==> src/rtl/bto_pkg.sv <==
package bto_pkg;
   // Limit in clocks for select value sel: the largest select gives base,
   // each step down doubles it.
   function automatic int unsigned bto_limit(input int unsigned base,
                                             input int unsigned sel,
                                             input int unsigned nsel);
      return base << (nsel - 1 - sel);
   endfunction
endpackage

==> src/rtl/bto_qualify.sv <==
module bto_qualify (
   input  logic iack,
   input  logic tgt_ext,
   input  logic cpu_init,
   input  logic ext_en,
   input  logic dsack,
   input  logic avec,
   output logic timed,
   output logic ack_ok
);
   always_comb begin
      timed  = !tgt_ext || (cpu_init && ext_en);
      ack_ok = dsack || (iack && avec);
   end
endmodule

==> src/rtl/bto_capture.sv <==
module bto_capture #(
   parameter int unsigned BASE_CLKS = 8,
   parameter int unsigned SEL_W     = 2,
   localparam int unsigned NSEL     = 1 << SEL_W,
   localparam int unsigned MAX_LIM  = BASE_CLKS << (NSEL - 1),
   localparam int unsigned CNT_W    = $clog2(MAX_LIM + 1)
) (
   input  logic             clk,
   input  logic             rst,
   input  logic             start,
   input  logic [SEL_W-1:0] sel,
   input  logic             iack_in,
   input  logic             timed_in,
   output logic [CNT_W-1:0] lim_eff,
   output logic             iack_eff,
   output logic             timed_eff
);
   import bto_pkg::*;

   logic [CNT_W-1:0] lim_tab [NSEL];
   logic [CNT_W-1:0] lim_q;
   logic             iack_q;
   logic             timed_q;

   for (genvar i = 0; i < NSEL; i++) begin : g_tab
      assign lim_tab[i] = CNT_W'(bto_limit(BASE_CLKS, i, NSEL));
   end

   always_ff @(posedge clk) begin
      if (rst) begin
         lim_q   <= '0;
         iack_q  <= 1'b0;
         timed_q <= 1'b0;
      end else if (start) begin
         lim_q   <= lim_tab[sel];
         iack_q  <= iack_in;
         timed_q <= timed_in;
      end
   end

   always_comb begin
      lim_eff   = start ? lim_tab[sel] : lim_q;
      iack_eff  = start ? iack_in      : iack_q;
      timed_eff = start ? timed_in     : timed_q;
   end
endmodule

==> src/rtl/bto_counter.sv <==
module bto_counter #(
   parameter int unsigned CNT_W = 7
) (
   input  logic             clk,
   input  logic             rst,
   input  logic             cyc_act,
   input  logic             timed,
   input  logic             ack_ok,
   input  logic [CNT_W-1:0] lim,
   output logic             busy,
   output logic             berr
);
   logic             busy_q;
   logic             run_q;
   logic             berr_q;
   logic [CNT_W-1:0] cnt_q;
   logic [CNT_W-1:0] cnt_nx;

   assign cnt_nx = cnt_q + CNT_W'(1);

   always_ff @(posedge clk) begin
      if (rst || !cyc_act) begin
         busy_q <= 1'b0;
         run_q  <= 1'b0;
         berr_q <= 1'b0;
         cnt_q  <= '0;
      end else if (!busy_q) begin
         busy_q <= 1'b1;
         run_q  <= timed && !ack_ok;
         cnt_q  <= CNT_W'(1);
      end else if (run_q) begin
         if (ack_ok) begin
            run_q <= 1'b0;
         end else if (cnt_nx == lim) begin
            berr_q <= 1'b1;
            run_q  <= 1'b0;
         end else begin
            cnt_q <= cnt_nx;
         end
      end
   end

   assign busy = busy_q;
   assign berr = berr_q;
endmodule

==> src/rtl/bus_timeout_mon.sv <==
module bus_timeout_mon #(
   parameter int unsigned BASE_CLKS = 8,
   parameter int unsigned SEL_W     = 2
) (
   input  logic             clk,
   input  logic             rst,
   input  logic             cyc_act,
   input  logic             cyc_iack,
   input  logic             tgt_ext,
   input  logic             cpu_init,
   input  logic             dsack,
   input  logic             avec,
   input  logic [SEL_W-1:0] tmo_sel,
   input  logic             ext_en,
   output logic             berr
);
   localparam int unsigned NSEL    = 1 << SEL_W;
   localparam int unsigned MAX_LIM = BASE_CLKS << (NSEL - 1);
   localparam int unsigned CNT_W   = $clog2(MAX_LIM + 1);

   initial begin
      assert (BASE_CLKS >= 2) else $error("BASE_CLKS must be at least 2");
      assert (SEL_W >= 1 && SEL_W <= 3) else $error("SEL_W out of range");
   end

   logic             busy;
   logic             start;
   logic             timed_now;
   logic             ack_unused;
   logic             iack_eff;
   logic             timed_eff;
   logic             ack_ok;
   logic             timed_unused;
   logic [CNT_W-1:0] lim_eff;

   assign start = cyc_act && !busy;

   bto_qualify u_live (
      .iack     (cyc_iack),
      .tgt_ext  (tgt_ext),
      .cpu_init (cpu_init),
      .ext_en   (ext_en),
      .dsack    (dsack),
      .avec     (avec),
      .timed    (timed_now),
      .ack_ok   (ack_unused)
   );

   bto_capture #(.BASE_CLKS(BASE_CLKS), .SEL_W(SEL_W)) u_cap (
      .clk       (clk),
      .rst       (rst),
      .start     (start),
      .sel       (tmo_sel),
      .iack_in   (cyc_iack),
      .timed_in  (timed_now),
      .lim_eff   (lim_eff),
      .iack_eff  (iack_eff),
      .timed_eff (timed_eff)
   );

   bto_qualify u_ack (
      .iack     (iack_eff),
      .tgt_ext  (1'b0),
      .cpu_init (1'b0),
      .ext_en   (1'b0),
      .dsack    (dsack),
      .avec     (avec),
      .timed    (timed_unused),
      .ack_ok   (ack_ok)
   );

   bto_counter #(.CNT_W(CNT_W)) u_cnt (
      .clk     (clk),
      .rst     (rst),
      .cyc_act (cyc_act),
      .timed   (timed_eff),
      .ack_ok  (ack_ok),
      .lim     (lim_eff),
      .busy    (busy),
      .berr    (berr)
   );
endmodule

==> config.mk <==
export PLATFORM = sky130hd
export DESIGN_NAME = bus_timeout_mon
export DESIGN_NICKNAME = d
export VERILOG_FILES = /design/src/rtl/bto_pkg.sv /design/src/rtl/bto_qualify.sv /design/src/rtl/bto_capture.sv /design/src/rtl/bto_counter.sv /design/src/rtl/bus_timeout_mon.sv
export SDC_FILE = /design/constraint.sdc
export NUM_CORES = 1
export LEC_CHECK = 0
export BUFFER_PORTS_ARGS = -buffer_cell sky130_fd_sc_hd__buf_2
export CAP_MARGIN = 20
export CELL_PAD_IN_SITES_DETAIL_PLACEMENT = 1
export CELL_PAD_IN_SITES_GLOBAL_PLACEMENT = 1
export CORE_ASPECT_RATIO = 1.25
export CORE_MARGIN = 2
export CORE_UTILIZATION = 30
export CTS_BUF_LIST = sky130_fd_sc_hd__clkbuf_2 sky130_fd_sc_hd__clkbuf_4 sky130_fd_sc_hd__clkbuf_8
export DETAILED_ROUTE_END_ITERATION = 8
export PLACE_DENSITY_LB_ADDON = 0.1
export SKIP_LAST_GASP = 1
export SYNTH_ARGS = -nofsm -noshare
export SYNTH_HDL_FRONTEND = slang
export SYNTH_SLANG_ARGS = --single-unit
export TNS_END_PERCENT = 30
==> constraint.sdc <==
create_clock -name clk -period 2 [get_ports clk]
set_input_delay 0.2 -clock clk [delete_from_list [all_inputs] [get_ports clk]]
set_output_delay 0.2 -clock clk [all_outputs]
set_load 0.03 [all_outputs]
# After elaboration in Yosys (flattened, before gate mapping)
# Cells that the tools add are included.
[classes]
add_sub_neg = 1
magnitude_cmp = 1
eq_ne = 4
muxes = 15
bitwise_logic = 4
n_reduce_logical = 15
[op_table]
columns = ["operator", "count"]
rows = [
  ["7-bit 2-to-1 mux", 3],
  ["7-bit binary-select mux with 2-bit select", 1],
  ["1-bit 2-to-1 mux", 11],
  ["7-bit by 1-bit adder with 7-bit output, second input constant", 1],
  ["7-bit == test", 1],
  ["2-bit != test, second input constant", 3],
  ["3-bit AND reduction", 2],
  ["1-bit logical AND", 4],
  ["1-bit logical NOT", 4],
  ["4-bit AND reduction", 1],
  ["3-bit >= comparator, second input constant", 1],
  ["1-bit logical OR", 3],
  ["1-bit NOT", 3],
  ["2-bit NOT with 3-bit output", 1],
  ["2-bit OR reduction", 1],
]
[totals]
ff_bits = 19
inputBits = 11
out_inout_bits = 1
elab_cells = 48

# Depth between registers and ports, before layout
[depth]
word_depth = 10
depth_mapped = 9
ltp_nobuf = 7

# By module
# A second synthesis with hierarchy kept.
[hier_totals]
cells_unflattened = 120
area_unflattened_um2 = 1113.6
[modules_own_cells]
columns = ["mod", "n_inst", "cells_each", "area_each_um2"]
rows = [
  ["bto_counter", 1, 78, 714.4],
  ["bto_capture", 1, 36, 346.6],
  ["bto_qualify", 2, 2, 17.5],
  ["bus_timeout_mon", 1, 2, 17.5],
]

# Worst setup path after synthesis
# OpenSTA, ideal clock, no wires.
[synth_path]
path_type = "reg-to-reg"
from = "register u_cnt.cnt_q[1]"
to = "register u_cnt.cnt_q[0]"
setup_time_ns = 0.115
arrival_ns = 1.952
path_slack_ns = -0.068
path_stages_with_launch = 9
path_buffers = 1
period_less_slack_ns = 2.068
path_cell_list = "dfxtp_1 > ha_1 > nand3_2 > nor2_4 > xnor3_1 > or2_1 > buf_6 > or3_1 > and3_1"
[synth_between]
elab_chain_len = 4
[synth_rtl]
columns = ["element", "line", "source"]
rows = [
  ["from (decl)", "bto_counter.sv:16", "logic [CNT_W-1:0] cnt_q;"],
  ["from (signal assigned)", "bto_counter.sv:38", "cnt_q <= cnt_nx;"],
  ["7-bit by 1-bit adder with 7-bit output", "bto_counter.sv:19", "assign cnt_nx = cnt_q + CNT_W'(1);"],
  ["7-bit == test", "bto_counter.sv:34", "end else if (cnt_nx == lim) begin"],
  ["2-bit != test (no line)", "-", ""],
  ["3-bit AND reduction (no line)", "-", ""],
]
# No other way between the ends.
# A chain may end at the register's enable or synchronous reset.

# Worst setup path in the final report
[layout_path]
from = "register u_cnt.cnt_q[0]"
to = "register u_cnt.cnt_q[0]"
[layout_between]
elab_chain_len = 5
word_cells_on_any_way = 8
classes_between = "add/sub: 1; eq/ne: 2; mux: 4; reduce/logical: 1"
[layout_rtl]
columns = ["element", "line"]
rows = [
  ["7-bit by 1-bit adder with 7-bit output *", "bto_counter.sv:19"],
  ["parallel branches: the longest is 4 deep, another holds 7-bit == test", "-"],
]
# Every way passes the cells marked *. The select of a mux whose other input is x is not followed.

==> metrics.md <==
| Metric | Value |
|---|---|
| Status | `finished, final reports clean` |
| Diode count | `0` |
| Hold Crit Start | `rst` |
| Setup violators final | `0` |
| DRT antenna net count | `0` |
| RSZ-0062 raised after global routing | `true` |
| P_leak | `0.550 nW` |
| FFs w/ async S/R, synth | `0%` |
| Worst hold stages | `2` |
| Hold Path End | `u_cap.iack_q` |
| Reg2reg start | `u_cnt.cnt_q[0]` |
| YS warnings | `0` |
| Inserted Clock Buffers | `3` |
| Largest net degree at the start of global routing | `16` |
| Power density cells | `559 nW/um^2` |
| Max_cap viols | `0` |
| Final hold vios | `0` |
| Syn_nets | `148` |
| Required @ worst endpoint | `2200 ps` |
| Kind of critical path | `register to register` |
| Area delta synth->final | `27.1%` |
| Most area-hungry cell type in the Yosys netlist | `dfxtp_1` |
| DR WL met2 | `1570 um` |
| Hold WC Path Type | `primary input to register` |
| Metal-1 WL | `1380 um` |
| Final period util | `97.7%` |
| # nets final | `170` |
| Fillers | `426` |
| Clock root cell | `clkbuf_8` |
| Cell Area, Synth | `1120 um^2` |
| Met3 routed WL | `57 um` |
| Via count | `1063` |
| Max Buffers Root-to-Sink | `2` |
| Post-synth cell types | `43` |
| Total congestion overflow | `0` |
| Initial Util | `31.7%` |
| Share of cells above drive strength 1 | `30.6%` |
| Syn_area_per_cell | `8.26 um^2` |
| Die area | `4250 um^2` |
| Seq/Total Area, Yosys | `33.9%` |
| CTS tree | `done` |
| Detail Placement HPWL | `2260 um` |
| Antenna violations before repair | `0` |
| Worst slew pin tran | `453 ps` |
| CP startpoint | `u_cnt.cnt_q[0]` |
| Final min period | `1950 ps` |
| Area contributors post-synth | `dfxtp_1, a21oi_1, nand2_1, xnor3_1, xnor2_1` |
| Power, Total | `0.798 mW` |
| Post-DP Area | `1300 um^2` |
| Port-buffer cells | `11` |
| Synth Flop Type | `dfxtp_1` |
| WL per Instance | `15.5 um` |
| Synth Register Bits | `19` |
| Post-route cell area | `1430 um^2` |
| Top-count cell post-synth | `dfxtp_1` |
| Post-Route WL | `3030 um` |
| DIE WIDTH | `58.7 um` |
| First-pass DRT Iterations | `4` |
| Worst-path fanout max | `7` |
| Arrival @ worst endpoint | `2150 ps` |
| Vias/cell | `5.42` |
| FF-to-FF path depth | `8` |
| CTS HTree Levels | `1` |
| Fmax | `0.512 GHz` |
| Core area | `3540 um^2` |
| Residual DRC | `0` |
| CTS sink count | `19` |
| R2R Setup Slk | `50 ps` |
| Peak VDD IR | `0.292 mV` |
| Mapped Cells | `136` |
| Rel. slew slack | `69.7%` |
| First-pass GRT wire length | `4940 um` |
| Storage cell area | `384 um^2` |
| Worst skew pair latency | `260 ps` |
| Max layer used | `met4` |
| Reg2Reg Capture Point | `u_cnt.cnt_q[0]` |
| Final Skew | `1.83 ps` |
| Post-synth EDFFs | `0` |
| Initial DRC count | `27` |
| Crit end category | `register` |
| Fin. max-slew vios | `0` |
| Ports | `12` |
| CP Launch Type | `register` |
| Post-CTS Hold Fix Bufs | `0` |
| Vias in the first global route | `1093` |
| Top cells by count, synth | `dfxtp_1, nand2_1, a21oi_1` |
| Tot GR Track Use | `15.1%` |
| Top-area cell type share of the netlist area | `33.9%` |
| Rows | `24` |
| Die span in y | `72.4 um` |
| GPL Wtd Cong | `0.715` |
| Reg clk slew, reported paths | `70 ps` |
| Multi-input logic area | `756 um^2` |
## report_power, final
part	leakage [nW]	internal (mW)	total, mW	switching [mW]
Combinational	0.368	0.0535	0.118	0.0640
Sequential	0.156	0.386	0.390	0.00402
Clock	0.0262	0.155	0.290	0.135
## how the worst max path moves through the flow
stage	to	slack (ps)	depth (start not counted)
2_1_floorplan	u_cnt.cnt_q[0]	20	8
3_3_place_gp	u_cnt.cnt_q[2]	30	7
3_5_place_dp	u_cnt.cnt_q[2]	3	7
4_1_cts	u_cnt.cnt_q[0]	8	8
5_1_grt	u_cnt.cnt_q[3]	-30	8
6_report	u_cnt.cnt_q[0]	50	8
## per-layer routing
layer	vias up	track usage, %
met5	-	0
met4	0	4.55
met3	4	1.60
met2	13	26.9
met1	517	18.8
li1	529	-
## timing repair
item,in CTS,in global routing
pin swaps,0,3
resized for setup,3,15
setup buffers,0,1
endpoints found under the setup margin,2,9
## final cells by class
| class | instances | area share [%] |
|---|---|---|
| Timing Repair Buffer | 26 | 12.3 |
| Multi-Input combinational cell | 104 | 52.9 |
| Sequential cell | 19 | 26.9 |
| Inverter | 4 | 1.05 |
| Tap cell | 39 | 3.42 |
| Clock buffer | 4 | 3.42 |
## cell families after synthesis
kind of cell / share of synthesized area (%)
buffers and inverters: 5.57
and+or+nand+nor: 28.5
adders and majority gates: 1.11
DFF: 33.9
muxes: 1.78
AOI/OAI and AO/OA: 19.7
xor gates and xnor gates: 9.47
## cells in the final DEF (no fill, tap or decap), types with 4 or more instances in the layout
| cell type | n |
|---|---|
| buf_2 | 11 |
| o311ai_1 | 4 |
| a21oi_1 | 13 |
| o21ai_0 | 4 |
| dfxtp_1 | 16 |
| nand2_1 | 17 |
| buf_4 | 13 |
| xnor2_1 | 4 |
| nand3_1 | 4 |
| inv_1 | 4 |
| and2_1 | 4 |
| nor2_1 | 9 |
## sequential cells by signal, indices dropped and copies added (netlist names)
name           cells
u_cap.lim_q        7
u_cnt.run_q        1
u_cap.timed_q      1
u_cnt.busy         1
u_cnt.berr         1
u_cap.iack_q       1
u_cnt.cnt_q        7
## critical path: stages (launching register included)
cell and delay [ps]:
dfxtp_2 350, ha_2 200, nand3_4 110, nor2_4 140, xnor3_1 300, or2_4 250
buf_4 170, a41oi_1 210, and3_1 170
## through the flow
stage                     std cells  hold slack (ps)  utilization [%]  TNS (ps)  setup WS (ps)
after floorplan                 136              397                -         0           16.6
after global placement          191              445             36.6         0           29.9
after detailed placement        191              450             36.6         0           2.76
after CTS                       195              231             38.1         0           7.57
after global routing            196              239             40.3     -73.4          -30.5
final                           196              228             40.3         0           46.8
(Power assumes the default switching activity.)
